$ cat src/rtl/serline_rx_pkg.sv
package serline_rx_pkg;

    // State of the frame starter flag
    typedef enum logic {
        STARTER_IDLE = 1'b0,
        STARTER_RUN  = 1'b1
    } starter_e;

endpackage

$ cat src/rtl/serline_rx_sync.sv
// Brings the asynchronous line into the clock domain and flags a rising edge.
module serline_rx_sync #(
    parameter int STAGES = 2
) (
    input  logic clk,
    input  logic rst_n,
    input  logic line_i,
    output logic line_s_o,
    output logic rise_o
);

    typedef struct packed {
        logic [STAGES-1:0] pipe;
        logic              prev;
    } sync_t;

    sync_t s_d, s_q;

    always_comb begin
        s_d      = s_q;
        s_d.pipe = {s_q.pipe[STAGES-2:0], line_i};
        s_d.prev = s_q.pipe[STAGES-1];
    end

    always_ff @(posedge clk or negedge rst_n) begin
        if (!rst_n) begin
            s_q <= '0;
        end else begin
            s_q <= s_d;
        end
    end

    assign line_s_o = s_q.pipe[STAGES-1];
    assign rise_o   = s_q.pipe[STAGES-1] & ~s_q.prev;

endmodule

$ cat src/rtl/serline_rx_frame.sv
// Starter flag, bit-period timer, one-hot ring counter and shift register.
module serline_rx_frame
    import serline_rx_pkg::*;
#(
    parameter int DATA_W = 8,
    parameter int OSR    = 16
) (
    input  logic              clk,
    input  logic              rst_n,
    input  logic              line_s_i,
    input  logic              rise_i,
    output logic              wr_o,
    output logic [DATA_W-1:0] word_o
);

    // Cycles from the detected start edge to the first data sample
    localparam int FIRST_WAIT = OSR + OSR / 2 - 1;
    localparam int CNT_W      = $clog2(FIRST_WAIT + 1);
    localparam logic [CNT_W-1:0]  FIRST_LOAD = CNT_W'(FIRST_WAIT - 1);
    localparam logic [CNT_W-1:0]  BIT_LOAD   = CNT_W'(OSR - 1);
    localparam logic [DATA_W-1:0] RING_HOME  = DATA_W'(1);

    typedef struct packed {
        starter_e          starter;
        logic [CNT_W-1:0]  cnt;
        logic [DATA_W-1:0] ring;
        logic [DATA_W-1:0] shreg;
        logic              wr;
        logic [DATA_W-1:0] word;
    } frm_t;

    frm_t f_d, f_q;
    logic [DATA_W-1:0] ring_nx;
    logic [DATA_W-1:0] sh_nx;

    always_comb begin
        f_d     = f_q;
        f_d.wr  = 1'b0;
        ring_nx = {f_q.ring[0], f_q.ring[DATA_W-1:1]};
        sh_nx   = {line_s_i, f_q.shreg[DATA_W-1:1]};
        case (f_q.starter)
            STARTER_IDLE: begin
                if (rise_i) begin
                    f_d.starter = STARTER_RUN;
                    f_d.cnt     = FIRST_LOAD;
                end
            end
            STARTER_RUN: begin
                if (f_q.cnt == '0) begin
                    f_d.cnt   = BIT_LOAD;
                    f_d.ring  = ring_nx;
                    f_d.shreg = sh_nx;
                    if (ring_nx[0]) begin
                        f_d.starter = STARTER_IDLE;
                        f_d.wr      = 1'b1;
                        f_d.word    = sh_nx;
                    end
                end else begin
                    f_d.cnt = f_q.cnt - CNT_W'(1);
                end
            end
            default: f_d.starter = STARTER_IDLE;
        endcase
    end

    always_ff @(posedge clk or negedge rst_n) begin
        if (!rst_n) begin
            f_q <= '{starter: STARTER_IDLE, cnt: '0, ring: RING_HOME,
                     shreg: '0, wr: 1'b0, word: '0};
        end else begin
            f_q <= f_d;
        end
    end

    assign wr_o   = f_q.wr;
    assign word_o = f_q.word;

endmodule

$ cat src/rtl/serline_rx_fifo.sv
// Output buffer: show-ahead FIFO with a sticky overflow flag.
module serline_rx_fifo #(
    parameter int W     = 8,
    parameter int DEPTH = 16
) (
    input  logic         clk,
    input  logic         rst_n,
    input  logic         wr_i,
    input  logic [W-1:0] wdata_i,
    input  logic         rd_i,
    output logic [W-1:0] rdata_o,
    output logic         empty_o,
    output logic         full_o,
    output logic         ovf_o
);

    localparam int AW = $clog2(DEPTH);
    localparam int CW = AW + 1;

    typedef struct packed {
        logic [DEPTH-1:0][W-1:0] mem;
        logic [AW-1:0]           wp;
        logic [AW-1:0]           rp;
        logic [CW-1:0]           cnt;
        logic                    ovf;
    } fifo_t;

    fifo_t b_d, b_q;
    logic  full_w, empty_w, push, pop;

    assign full_w  = (b_q.cnt == CW'(DEPTH));
    assign empty_w = (b_q.cnt == '0);

    always_comb begin
        b_d  = b_q;
        pop  = rd_i && !empty_w;
        push = wr_i && (!full_w || pop);
        if (push) begin
            b_d.mem[b_q.wp] = wdata_i;
            b_d.wp          = b_q.wp + AW'(1);
        end
        if (pop) begin
            b_d.rp = b_q.rp + AW'(1);
        end
        case ({push, pop})
            2'b10:   b_d.cnt = b_q.cnt + CW'(1);
            2'b01:   b_d.cnt = b_q.cnt - CW'(1);
            default: b_d.cnt = b_q.cnt;
        endcase
        if (wr_i && full_w && !rd_i) begin
            b_d.ovf = 1'b1;
        end
    end

    always_ff @(posedge clk or negedge rst_n) begin
        if (!rst_n) begin
            b_q <= '0;
        end else begin
            b_q <= b_d;
        end
    end

    assign rdata_o = b_q.mem[b_q.rp];
    assign empty_o = empty_w;
    assign full_o  = full_w;
    assign ovf_o   = b_q.ovf;

endmodule

$ cat src/rtl/serline_rx.sv
// Single-wire start-bit serial receiver, top level.
module serline_rx #(
    parameter int DATA_W      = 8,
    parameter int OSR         = 16,
    parameter int DEPTH       = 16,
    parameter int SYNC_STAGES = 2
) (
    input  logic              clk,
    input  logic              rst_n,
    input  logic              line_i,
    input  logic              rd_i,
    output logic [DATA_W-1:0] rd_data_o,
    output logic              empty_o,
    output logic              full_o,
    output logic              wr_pulse_o,
    output logic              ovf_o
);

    logic              line_s;
    logic              rise;
    logic              wr;
    logic [DATA_W-1:0] word;

    serline_rx_sync #(
        .STAGES (SYNC_STAGES)
    ) u_sync (
        .clk      (clk),
        .rst_n    (rst_n),
        .line_i   (line_i),
        .line_s_o (line_s),
        .rise_o   (rise)
    );

    serline_rx_frame #(
        .DATA_W (DATA_W),
        .OSR    (OSR)
    ) u_frame (
        .clk      (clk),
        .rst_n    (rst_n),
        .line_s_i (line_s),
        .rise_i   (rise),
        .wr_o     (wr),
        .word_o   (word)
    );

    serline_rx_fifo #(
        .W     (DATA_W),
        .DEPTH (DEPTH)
    ) u_fifo (
        .clk     (clk),
        .rst_n   (rst_n),
        .wr_i    (wr),
        .wdata_i (word),
        .rd_i    (rd_i),
        .rdata_o (rd_data_o),
        .empty_o (empty_o),
        .full_o  (full_o),
        .ovf_o   (ovf_o)
    );

    assign wr_pulse_o = wr;

endmodule

$ cat config.mk
export PLATFORM = sky130hd
export DESIGN_NAME = serline_rx
export DESIGN_NICKNAME = d
export VERILOG_FILES = /design/src/rtl/serline_rx_pkg.sv /design/src/rtl/serline_rx_sync.sv /design/src/rtl/serline_rx_frame.sv /design/src/rtl/serline_rx_fifo.sv /design/src/rtl/serline_rx.sv
export SDC_FILE = /design/constraint.sdc
export NUM_CORES = 1
export LEC_CHECK = 0
export ABC_CLOCK_PERIOD_IN_PS = 3080
export BUFFER_PORTS_ARGS = -buffer_cell sky130_fd_sc_hd__buf_4
export CORE_MARGIN = 5
export CORE_UTILIZATION = 35
export CTS_CLUSTER_SIZE = 25
export DETAILED_ROUTE_END_ITERATION = 10
export GPL_ROUTABILITY_DRIVEN = 0
export PLACE_DENSITY = 0.52
export RECOVER_POWER = 100
export SYNTH_ARGS = -nofsm -noshare
export SYNTH_HDL_FRONTEND = slang
export SYNTH_SLANG_ARGS = --single-unit
$ cat constraint.sdc
create_clock -name clk -period 3.08 [get_ports clk]
set_input_delay 0.308 -clock clk [delete_from_list [all_inputs] [get_ports clk]]
set_output_delay 0.308 -clock clk [all_outputs]
set_load 0.1 [all_outputs]
==> metrics.cfg, run 1 <==
[status]
outcome=complete, but fails checks
violations=capacitance limit, slew limit

[worst_setup_path]
critPathMaxStageDelay_ps=620
crit_path_end_kind=primary output
worst_path_max_delay_cell=mux4_2
path_cells=clkbuf_4, mux4_2, a22oi_1, nand2_1, clkbuf_4
crit_type=reg2out
required_ps=2770
r2r_end=u_fifo.b_q[79]
rr_startpoint=u_fifo.b_q[1]
crit_buf_inv=2
cp_top_family=buffers and inverters
crit_path_max_fanout=15
start_kind=flop
cp_common_cell=clkbuf_4
regToRegSetupSlack_ps=200
ff2ff_path_depth=5
critPathArrivalTime_ps=2600

[layout]
layout_common_cells=dfrtp_1 (173), mux2_2 (95), nand2_1 (49), mux2_1 (47), mux4_2 (32)
final_nets=593
n_fill_cell=2202
fin_cells=910
drive_gt1_frac=0.3418
syn2layout_area_growth_pct=10.00
final_common_cell=dfrtp_1
diodes=0

[clocking]
cts_root_buffer=clkbuf_16
cts_setup_buffers=0
cts-resized-gates=0
htreeDepth=4
cts_inserted_buffers=17
path_clk_slew_ps=60
clk_latency_ps=420
clockBufferDepth=2
cts.sinks=175
hold_buffers=2
cts_tree=yes

[timing]
skew_ps=12.16
fmax_mhz=344.2
grt_setup_unrepaired=no
setup_ws_ps=174.6
tightest_slew_ps=1883
drv_slew=75
fin_setup_tns_ps=0
slew_headroom=-0.2556
setup_viol=0
whs_ps=315.1
hold_violations=0
period_minus_slack_ps=2905
period_share=0.9433

[synth]
yosysUniqueCellTypes=55
synth-main-ff-cell=dfrtp_1
synth_area_leaders=dfrtp_1 (53%), mux2_2 (13%), mux2_4 (8.7%)
synth_area_um2=8268
yosysWarnings=0
synth_seq_area_share=0.5298
synth_nets=568
synth-edff-count=0
syn_area_per_cell_um2=14.92
synth_top_cell_by_area=dfrtp_1
yosysTopAreaCellShare=0.5266
synthCells=554
synthArstFlopShare=1.000
synth_seq_cells=175

[floorplan]
start_util=0.3544
die_y_um=163.7
row_count=56
dieArea_um2=26800
die_w_um=163.7
core_area_um2=23330
pin_count=16

[global_routing]
grt_use_total=0.1450
grt_max_degree=75
antenna_found_initial=0
globalRoute.totalOverflow=0
grt_pass1_wl_um=29770
grt_pass1_vias=5108

[min_path]
min_to=u_fifo.b_q[3]
hold_depth=3
hp-class=in2reg
hold_path.startpoint=rd_i

[placement]
dp_cells=877
dp_slack_ps=526.7
io_buffer_count=15
dp_hpwl_um=11960

[routing]
drc=0
first_pass_iters=4
ant_nets=0
wire_per_inst_um=20.03
drt_iter0_markers=233
viasPerCell=5.114
wl_um=18230
vias=4654

[power_and_ir_drop]
power.density_nw_per_um2=649.2
leakagePower_nw=4.356
ir_worst_vdd_uv=318.3
power_mw=5.905

[flow_run]
cap_violations=1

-- state kept, by name (all words and copies together), names as in the netlist --
register         count
u_sync.line_s_o      1
u_fifo.b_q         141
u_frame.wr_o         1
u_sync.s_q           1
u_sync.s_d           1
u_fifo.ovf_o         1
u_frame.word_o       8
u_frame.f_q         21
-- routing by layer --
layer | vias up | wire length, um | GRT usage
li1 | 2081 | - | -
met1 | 2485 | 8844 | 0.2047
met2 | 74 | 8573 | 0.2285
met3 | 14 | 657 | 0.03363
met4 | 0 | 155 | 0.03507
met5 | - | 0 | 0
-- synthesized netlist by cell type (2+ instances only) --
cell type and number:
dfrtp_1 174, mux2_2 95, mux2_4 48, nand2_1 45, mux4_2 32, clkbuf_1 17
a22oi_1 16, inv_1 11, ha_1 9, nor2_1 9, a21oi_1 7, nor3_4 7
xnor2_1 7, o21ai_0 6, nand2_2 5, nor2b_1 5, nand3_1 4, xor2_1 4
buf_1 3, buf_2 3, buf_6 3, nor4_1 3, a21o_2 2, mux2_1 2
mux2i_1 2, nand2b_1 2, nor3_1 2, nor3_2 2, nor4b_2 2, nor4b_4 2
-- power breakdown --
part,switching [mW],total (mW),leakage [nW],internal [mW]
clock network,0.898,2.16,0.291,1.26
logic,0.680,1.15,1.67,0.473
registers,0.168,2.59,2.39,2.43
-- how the worst max path moves through the flow --
| stage | cells after the start | slack, ps | start | endpoint |
|---|---|---|---|---|
| global placement | 10 | 600 | u_fifo.b_q[4] | u_fifo.b_q[5] |
| finish | 5 | 170 | u_fifo.b_q[6] | rd_data_o[0] |
| global route | 5 | 50 | u_fifo.b_q[6] | rd_data_o[3] |
| floorplan | 5 | 250 | u_fifo.b_q[1] | u_fifo.b_q[4] |
| CTS | 5 | 170 | u_fifo.b_q[6] | rd_data_o[3] |
| detailed placement | 10 | 530 | u_fifo.b_q[4] | u_fifo.b_q[5] |
-- tightest hold or removal path, cell delays in order --
cell and delay, ps:
buf_4 160, o21ai_0 150, a21oi_1 70
-- stage by stage --
step	utilization	instance area (um^2)
6_report	0.3898	9095
5_1_grt	0.3898	9095
4_1_cts	0.4013	9363
3_5_place_dp	0.3755	8762
3_3_place_gp	0.3755	8762
2_1_floorplan	-	8268
-- final cells by class --
type / count / area [um^2] / area share
clock buffers: 22 / 474.2 / 0.05214
clock inverters: 9 / 106.4 / 0.01169
inverters: 12 / 45.04 / 0.004953
multi-input cells: 338 / 3467 / 0.3812
flip-flops and latches: 175 / 4382 / 0.4818
well taps: 319 / 399.1 / 0.04389
repair buffers: 35 / 221.5 / 0.02435
-- kinds of logic (layout without fill, tap and decap cells) --
logic type / count (synthesis) / count (layout) / share of synthesized area
AOI/OAI and AO/OA: 43 / 43 / 0.03738
adders and majority gates: 10 / 10 / 0.01604
buffers and inverters: 41 / 78 / 0.02451
and+or+nand+nor: 95 / 95 / 0.07173
muxes: 179 / 179 / 0.3089
DFF: 175 / 175 / 0.5298
xor gates and xnor gates: 11 / 11 / 0.01165
Power figures use the tool's default switching activity.
==> run 2: changes to the inputs <==
--- a/config.mk
+++ b/config.mk
@@ -16,4 +16,5 @@
 export RECOVER_POWER = 100
 export SYNTH_ARGS = -nofsm -noshare
 export SYNTH_HDL_FRONTEND = slang
+export SYNTH_HIERARCHICAL = 1
 export SYNTH_SLANG_ARGS = --single-unit
==> run 2 against run 1 <==
The run still ends with capacitance limit, slew limit left. Critical path type is now reg2reg. Non-clock buffer count is 10 lower. Largest power group unchanged. Power up 0.74%. Clock power up 5%.
==> metrics.cfg, run 2 <==
[clocking]
clockBufferDepth=2
cts_setup_buffers=0
htreeDepth=4
clk_latency_ps=430
cts_root_buffer=clkbuf_16
cts_inserted_buffers=17
cts.sinks=175
cts_tree=yes
path_clk_slew_ps=70

[min_path]
hold_path.startpoint=u_sync/s_d[2]
hp-class=reg2reg
hold_depth=0
min_to=u_sync/line_s_o

[layout]
layout_common_cells=dfrtp_1 (173), mux2_2 (92), mux2_1 (40), mux4_2 (32)
final_common_cell=dfrtp_1
drive_gt1_frac=0.3894
n_fill_cell=2236
diodes=0
final_nets=549
largest_reg_flops=141
syn2layout_area_growth_pct=8.175
largest-register=u_fifo/b_q
final_core_util=0.3844

[status]
outcome=complete, but fails checks
violations=capacitance limit, slew limit

[routing]
first_pass_iters=4
wire_per_inst_um=18.75
wl_um=16240
drt_iter0_markers=262
viasPerCell=4.962
drc=0
ant_nets=0
vias=4297

[worst_setup_path]
rr_startpoint=u_fifo/b_q[1]
crit_buf_inv=0
regToRegSetupSlack_ps=170
crit_path_end_kind=flop
cp_top_family=compound AO/OA/AOI/OAI gates
path_depth=4
crit_type=reg2reg
crit_path_max_fanout=8
required_ps=3380
critPathMaxStageDelay_ps=1050
critPathArrivalTime_ps=3220
r2r_end=u_fifo/b_q[135]
worst_path_max_delay_cell=o311ai_1
start_kind=flop
path_cells=or4_4, o311ai_1, nor2_2, mux2_2
ff2ff_path_depth=4
startpoint=u_fifo/b_q[1]

[global_routing]
globalRoute.totalOverflow=0
grt_pass1_vias=4684
antenna_found_initial=0
grt_pass1_wl_um=27130
grt_use_total=0.1302
grt_max_degree=74

[placement]
dp_hpwl_um=10810
io_buffer_count=15

[floorplan]
dieArea_um2=27020
die_y_um=164.4
pin_count=16
start_util=0.3554
die_w_um=164.4
row_count=56
core_area_um2=23470

[synth]
yosysUniqueCellTypes=47
synth_seq_cells=175
synth_nets=542
synth_seq_area_share=0.5251
synth_most_common_cell=dfrtp_1
synthArstFlopShare=1.000
synth_area_um2=8342
synth-main-ff-cell=dfrtp_1
synth_top_cell_by_area=dfrtp_1
synthCells=527
syn_area_per_cell_um2=15.83
yosysWarnings=6
yosysTopAreaCellShare=0.5220
synth-edff-count=0
yosys-top-cells-count=dfrtp_1 (174), mux2_2 (81), mux2_4 (71)
synth_area_leaders=dfrtp_1 (52%), mux2_4 (13%), mux2_2 (11%)

[timing]
skew_ps=9.804
tightest_slew_ps=1764
drv_slew=132
period_share=0.9458
hold_violations=0
period_minus_slack_ps=2913
grt_setup_unrepaired=no
fmax_mhz=343.3
slew_headroom=-0.1759
setup_viol=0
fin_setup_tns_ps=0

[power_and_ir_drop]
power.density_nw_per_um2=659.2
leakagePower_nw=4.249
ir_worst_vdd_uv=283.3

[flow_run]
cap_violations=8

run 2: power by group:
| part | switching (mW) | internal, mW | total, mW | leakage [nW] |
|---|---|---|---|---|
| Combinational | 0.664 | 0.459 | 1.12 | 1.55 |
| Clock | 0.933 | 1.34 | 2.27 | 0.302 |
| Sequential | 0.126 | 2.43 | 2.55 | 2.39 |
run 2: area by class of cell:
cell class / count / area (um^2) / area share
Clock buffer: 19 / 452.9 / 0.05019
Clock inverter: 13 / 175.2 / 0.01941
Inverter: 9 / 33.78 / 0.003744
Multi-Input combinational cell: 306 / 3395 / 0.3762
Sequential cell: 175 / 4382 / 0.4856
Tap cell: 319 / 399.1 / 0.04423
Timing Repair Buffer: 25 / 186.4 / 0.02066
run 2: timing repair:
action,in CTS,in global routing
setup endpoints to repair,0,1
hold buffers,2,0
resized for setup,0,1
endpoints found under the hold margin,68,0
run 2: worst max-delay path by stage:
stage | endpoint | slack (ps)
finish | u_fifo/b_q[135] | 170
global route | u_frame/f_q[21] | 10
CTS | u_fifo/b_q[5] | 130
detailed placement | u_fifo/b_q[5] | 160
global placement | u_fifo/b_q[5] | 210
floorplan | u_fifo/b_q[5] | -110
run 2: metal layers:
metal | wire (um) | GRT usage | vias to the layer above
met5 | 0 | 0 | -
met4 | 183 | 0.03592 | 0
met3 | 493 | 0.03269 | 13
met2 | 7714 | 0.2058 | 51
met1 | 7844 | 0.1795 | 2296
li1 | - | - | 1937
run 2: metrics by stage:
stage / hold slack, ps / area (um^2) / instances / setup slack [ps] / power [mW]
after floorplan: 12.41 / 8363 / 527 / -109.6 / 3.471
after global placement: 334.6 / 8756 / 832 / 212.4 / 3.779
after detailed placement: 338.1 / 8756 / 832 / 157.8 / 3.814
after CTS: 353.6 / 9404 / 866 / 132.5 / 6.128
after global routing: 354.4 / 9024 / 866 / 11.83 / 6.262
final: 355.1 / 9024 / 866 / 166.8 / 5.948
run 2: logic make-up after synthesis:
family	count (synthesis)	share of synthesized area
AO/OA/AOI/OAI	35	0.03270
XOR/XNOR	9	0.009449
adder cells (fa/ha/maj)	11	0.01740
multiplexers	186	0.3262
AND/OR/NAND/NOR	65	0.05850
flip-flops	175	0.5251
buffers and inverters	46	0.03060
==> run 3: changes to the inputs <==
--- a/config.mk
+++ b/config.mk
@@ -5,14 +5,15 @@
 export SDC_FILE = /design/constraint.sdc
 export NUM_CORES = 1
 export LEC_CHECK = 0
+export ABC_AREA = 1
 export ABC_CLOCK_PERIOD_IN_PS = 3080
 export BUFFER_PORTS_ARGS = -buffer_cell sky130_fd_sc_hd__buf_4
 export CORE_MARGIN = 5
-export CORE_UTILIZATION = 35
+export CORE_UTILIZATION = 63
 export CTS_CLUSTER_SIZE = 25
 export DETAILED_ROUTE_END_ITERATION = 10
 export GPL_ROUTABILITY_DRIVEN = 0
-export PLACE_DENSITY = 0.52
+export PLACE_DENSITY = 0.82
 export RECOVER_POWER = 100
 export SYNTH_ARGS = -nofsm -noshare
 export SYNTH_HDL_FRONTEND = slang
==> run 3 against run 2 <==
The flow still finishes with violations (capacitance limit, slew limit). Final cell count up 61%. Largest cell class unchanged. Routed wire length up 47%. Global-route usage up 15 points. Via count up 90%. Worst hold slack lost 170 ps. Sequential cell count stayed put. Power down 17%. Count of clock-buffer cells in the layout grew 1. Sequential power down 6%. Critical path depth up 5. Worst setup slack gained 160 ps.
==> metrics.cfg, run 3 <==
[status]
outcome=complete, but fails checks
violations=capacitance limit, slew limit

[synth]
synth_area_um2=9562
synthCells=1232
synthMuxAreaShare=0
syn_area_per_cell_um2=7.761
yosysWarnings=6
synth_top_family_by_area=simple AND/OR/NAND/NOR gates
synth_area_leaders=dfrtp_1 (46%), nand2_1 (19%), nand4_1 (8.4%)
synth-edff-count=0
yosysTopAreaCellShare=0.4554
synthXorXnorAreaFrac=0.006412
synthArstFlopShare=1.000
synth_seq_cells=175
synth_seq_area_share=0.4581
yosys-top-cells-count=nand2_1 (478), dfrtp_1 (174), inv_1 (137)
synth_compound_area_frac=0.02761
synthAdderAreaFrac=0.01518
synthSimpleGateAreaFrac=0.3876
synth_top_cell_by_area=dfrtp_1
yosysUniqueCellTypes=31
synth_nets=1247
synth-main-ff-cell=dfrtp_1
synth_most_common_cell=nand2_1

[layout]
largest-register=u_fifo/b_q
fin_cells=1391
final_core_util=0.6613
n_fill_cell=1255
layout_common_cells=nand2_1 (479), dfrtp_1 (172), inv_1 (136), nand4_1 (128), nand3_1 (127)
syn2layout_area_growth_pct=3.965
diodes=0
largest_reg_flops=141
drive_gt1_frac=0.06983
final_common_cell=nand2_1
final_nets=1205

[timing]
drv_slew=61
whs_ps=190.1
slew_headroom=-0.02201
tightest_slew_ps=1533
period_minus_slack_ps=2757
fmax_mhz=362.7
period_share=0.8951
hold_violations=0
skew_ps=7.953
fin_setup_tns_ps=0
grt_setup_unrepaired=no
setup_viol=0

[global_routing]
grt_max_degree=149
grt_pass1_vias=7820
grt_use_total=0.2755
grt_pass1_wl_um=39320
antenna_found_initial=0
globalRoute.totalOverflow=0

[clocking]
htreeDepth=4
hold_buffers=2
cts_setup_buffers=0
clk_latency_ps=430
cts_root_buffer=clkbuf_16
clockBufferDepth=2
path_clk_slew_ps=70
cts_tree=yes
cts-resized-gates=0
cts_inserted_buffers=17
cts.sinks=175

[worst_setup_path]
start_kind=flop
crit_path_max_fanout=49
critPathArrivalTime_ps=2450
crit_type=reg2out
required_ps=2770
crit_path_end_kind=primary output

[floorplan]
start_util=0.6360
die_w_um=133.2
pin_count=16
core_area_um2=15030
dieArea_um2=17740
row_count=45
die_y_um=133.2

[routing]
first_pass_iters=6
viasPerCell=5.861
drc=0
drt_iter0_markers=1189
ant_nets=0
wire_per_inst_um=17.13
wl_um=23830
vias=8153

[flow_run]
cap_violations=1

[placement]
dp_hpwl_um=14130
dp_cells=1357
io_buffer_count=15

[power_and_ir_drop]
power.density_nw_per_um2=496.0
leakagePower_nw=5.135
ir_worst_vdd_uv=473.3

[min_path]
hp-class=in2reg

==> run 3: cell count changes after synthesis, sizes merged, moves of 9 or more <==
cell | before | now
a22oi | 16 | 0
buf | 18 | 59
clkbuf | 19 | 28
inv | 9 | 141
mux2 | 154 | 0
mux4 | 32 | 0
nand2 | 22 | 484
nand3 | 0 | 127
nand4 | 2 | 129
nor2 | 10 | 30
nor3 | 14 | 1
o21ai | 6 | 30
==> run 3: report_power, final <==
group / switching [mW] / total (mW) / internal, mW
registers: 0.0466 / 2.40 / 2.36
logic: 0.146 / 0.209 / 0.0627
clock network: 0.909 / 2.32 / 1.41
total: 1.10 / 4.93 / 3.83
==> run 3: metrics by stage <==
stage                     total power, mW  setup slack (ps)  area, um^2
after CTS                           5.014             505.8       10240
after detailed placement            2.700             899.8        9577
after global routing                5.107             175.4        9941
final                               4.930             323.1        9941
after floorplan                     2.625             477.2        9562
after global placement              2.690             968.0        9577
==> run 3: layout make-up <==
cell class	instances	area, um^2	area share
sequential	175	4385	0.4412
multi-input combinational	827	3938	0.3961
inverter	143	536.8	0.05400
clock buffer	20	456.7	0.04594
tap	188	235.2	0.02366
timing repair buffer	26	206.4	0.02077
clock inverter	12	182.7	0.01838
==> run 3: cells by family (layout without fill, tap and decap cells) <==
group / count (synthesis) / after routing
compound gates: 37 / 37
fa+ha+maj: 11 / 11
xor+xnor: 7 / 7
flops: 175 / 175
simple gates: 772 / 772
buf+inv: 230 / 201
==> run 3: path summary, 6_finish.rpt <==
check / from / endpoint / slack, ps / depth (start not counted)
max in group asynchronous: rst_n / u_fifo/b_q[16] / 610 / 3
setup / recovery: u_fifo/b_q[6] / rd_data_o[1] / 320 / 9
setup reg to reg: u_fifo/b_q[1] / u_fifo/b_q[5] / 750 / 12
hold / removal: rd_i / u_fifo/b_q[6] / 190 / 3
min in group asynchronous: rst_n / u_fifo/b_q[131] / 460 / 2
hold reg to reg: u_sync/s_d[2] / u_sync/line_s_o / 360 / 0
==> run 3: worst max-delay path, cell delays in order (launching register included) <==
cell and delay [ps]:
dfrtp_2 400, inv_2 270, buf_12 290, nand2_1 120, nand2_1 80, nand2_1 60
nand3_1 110, nand3_1 110, nand2_1 90, clkbuf_2 450
==> run 3: metal layers <==
metal  part of all wire  vias up  track usage  routed length (um)
li1                   -     3856            -                   -
met1               0.41     3858       0.3810                9725
met2               0.47      366       0.4204               11190
met3              0.086       73      0.05740                2049
met4              0.036        0       0.1274                 864
met5                  0        -            0                   0
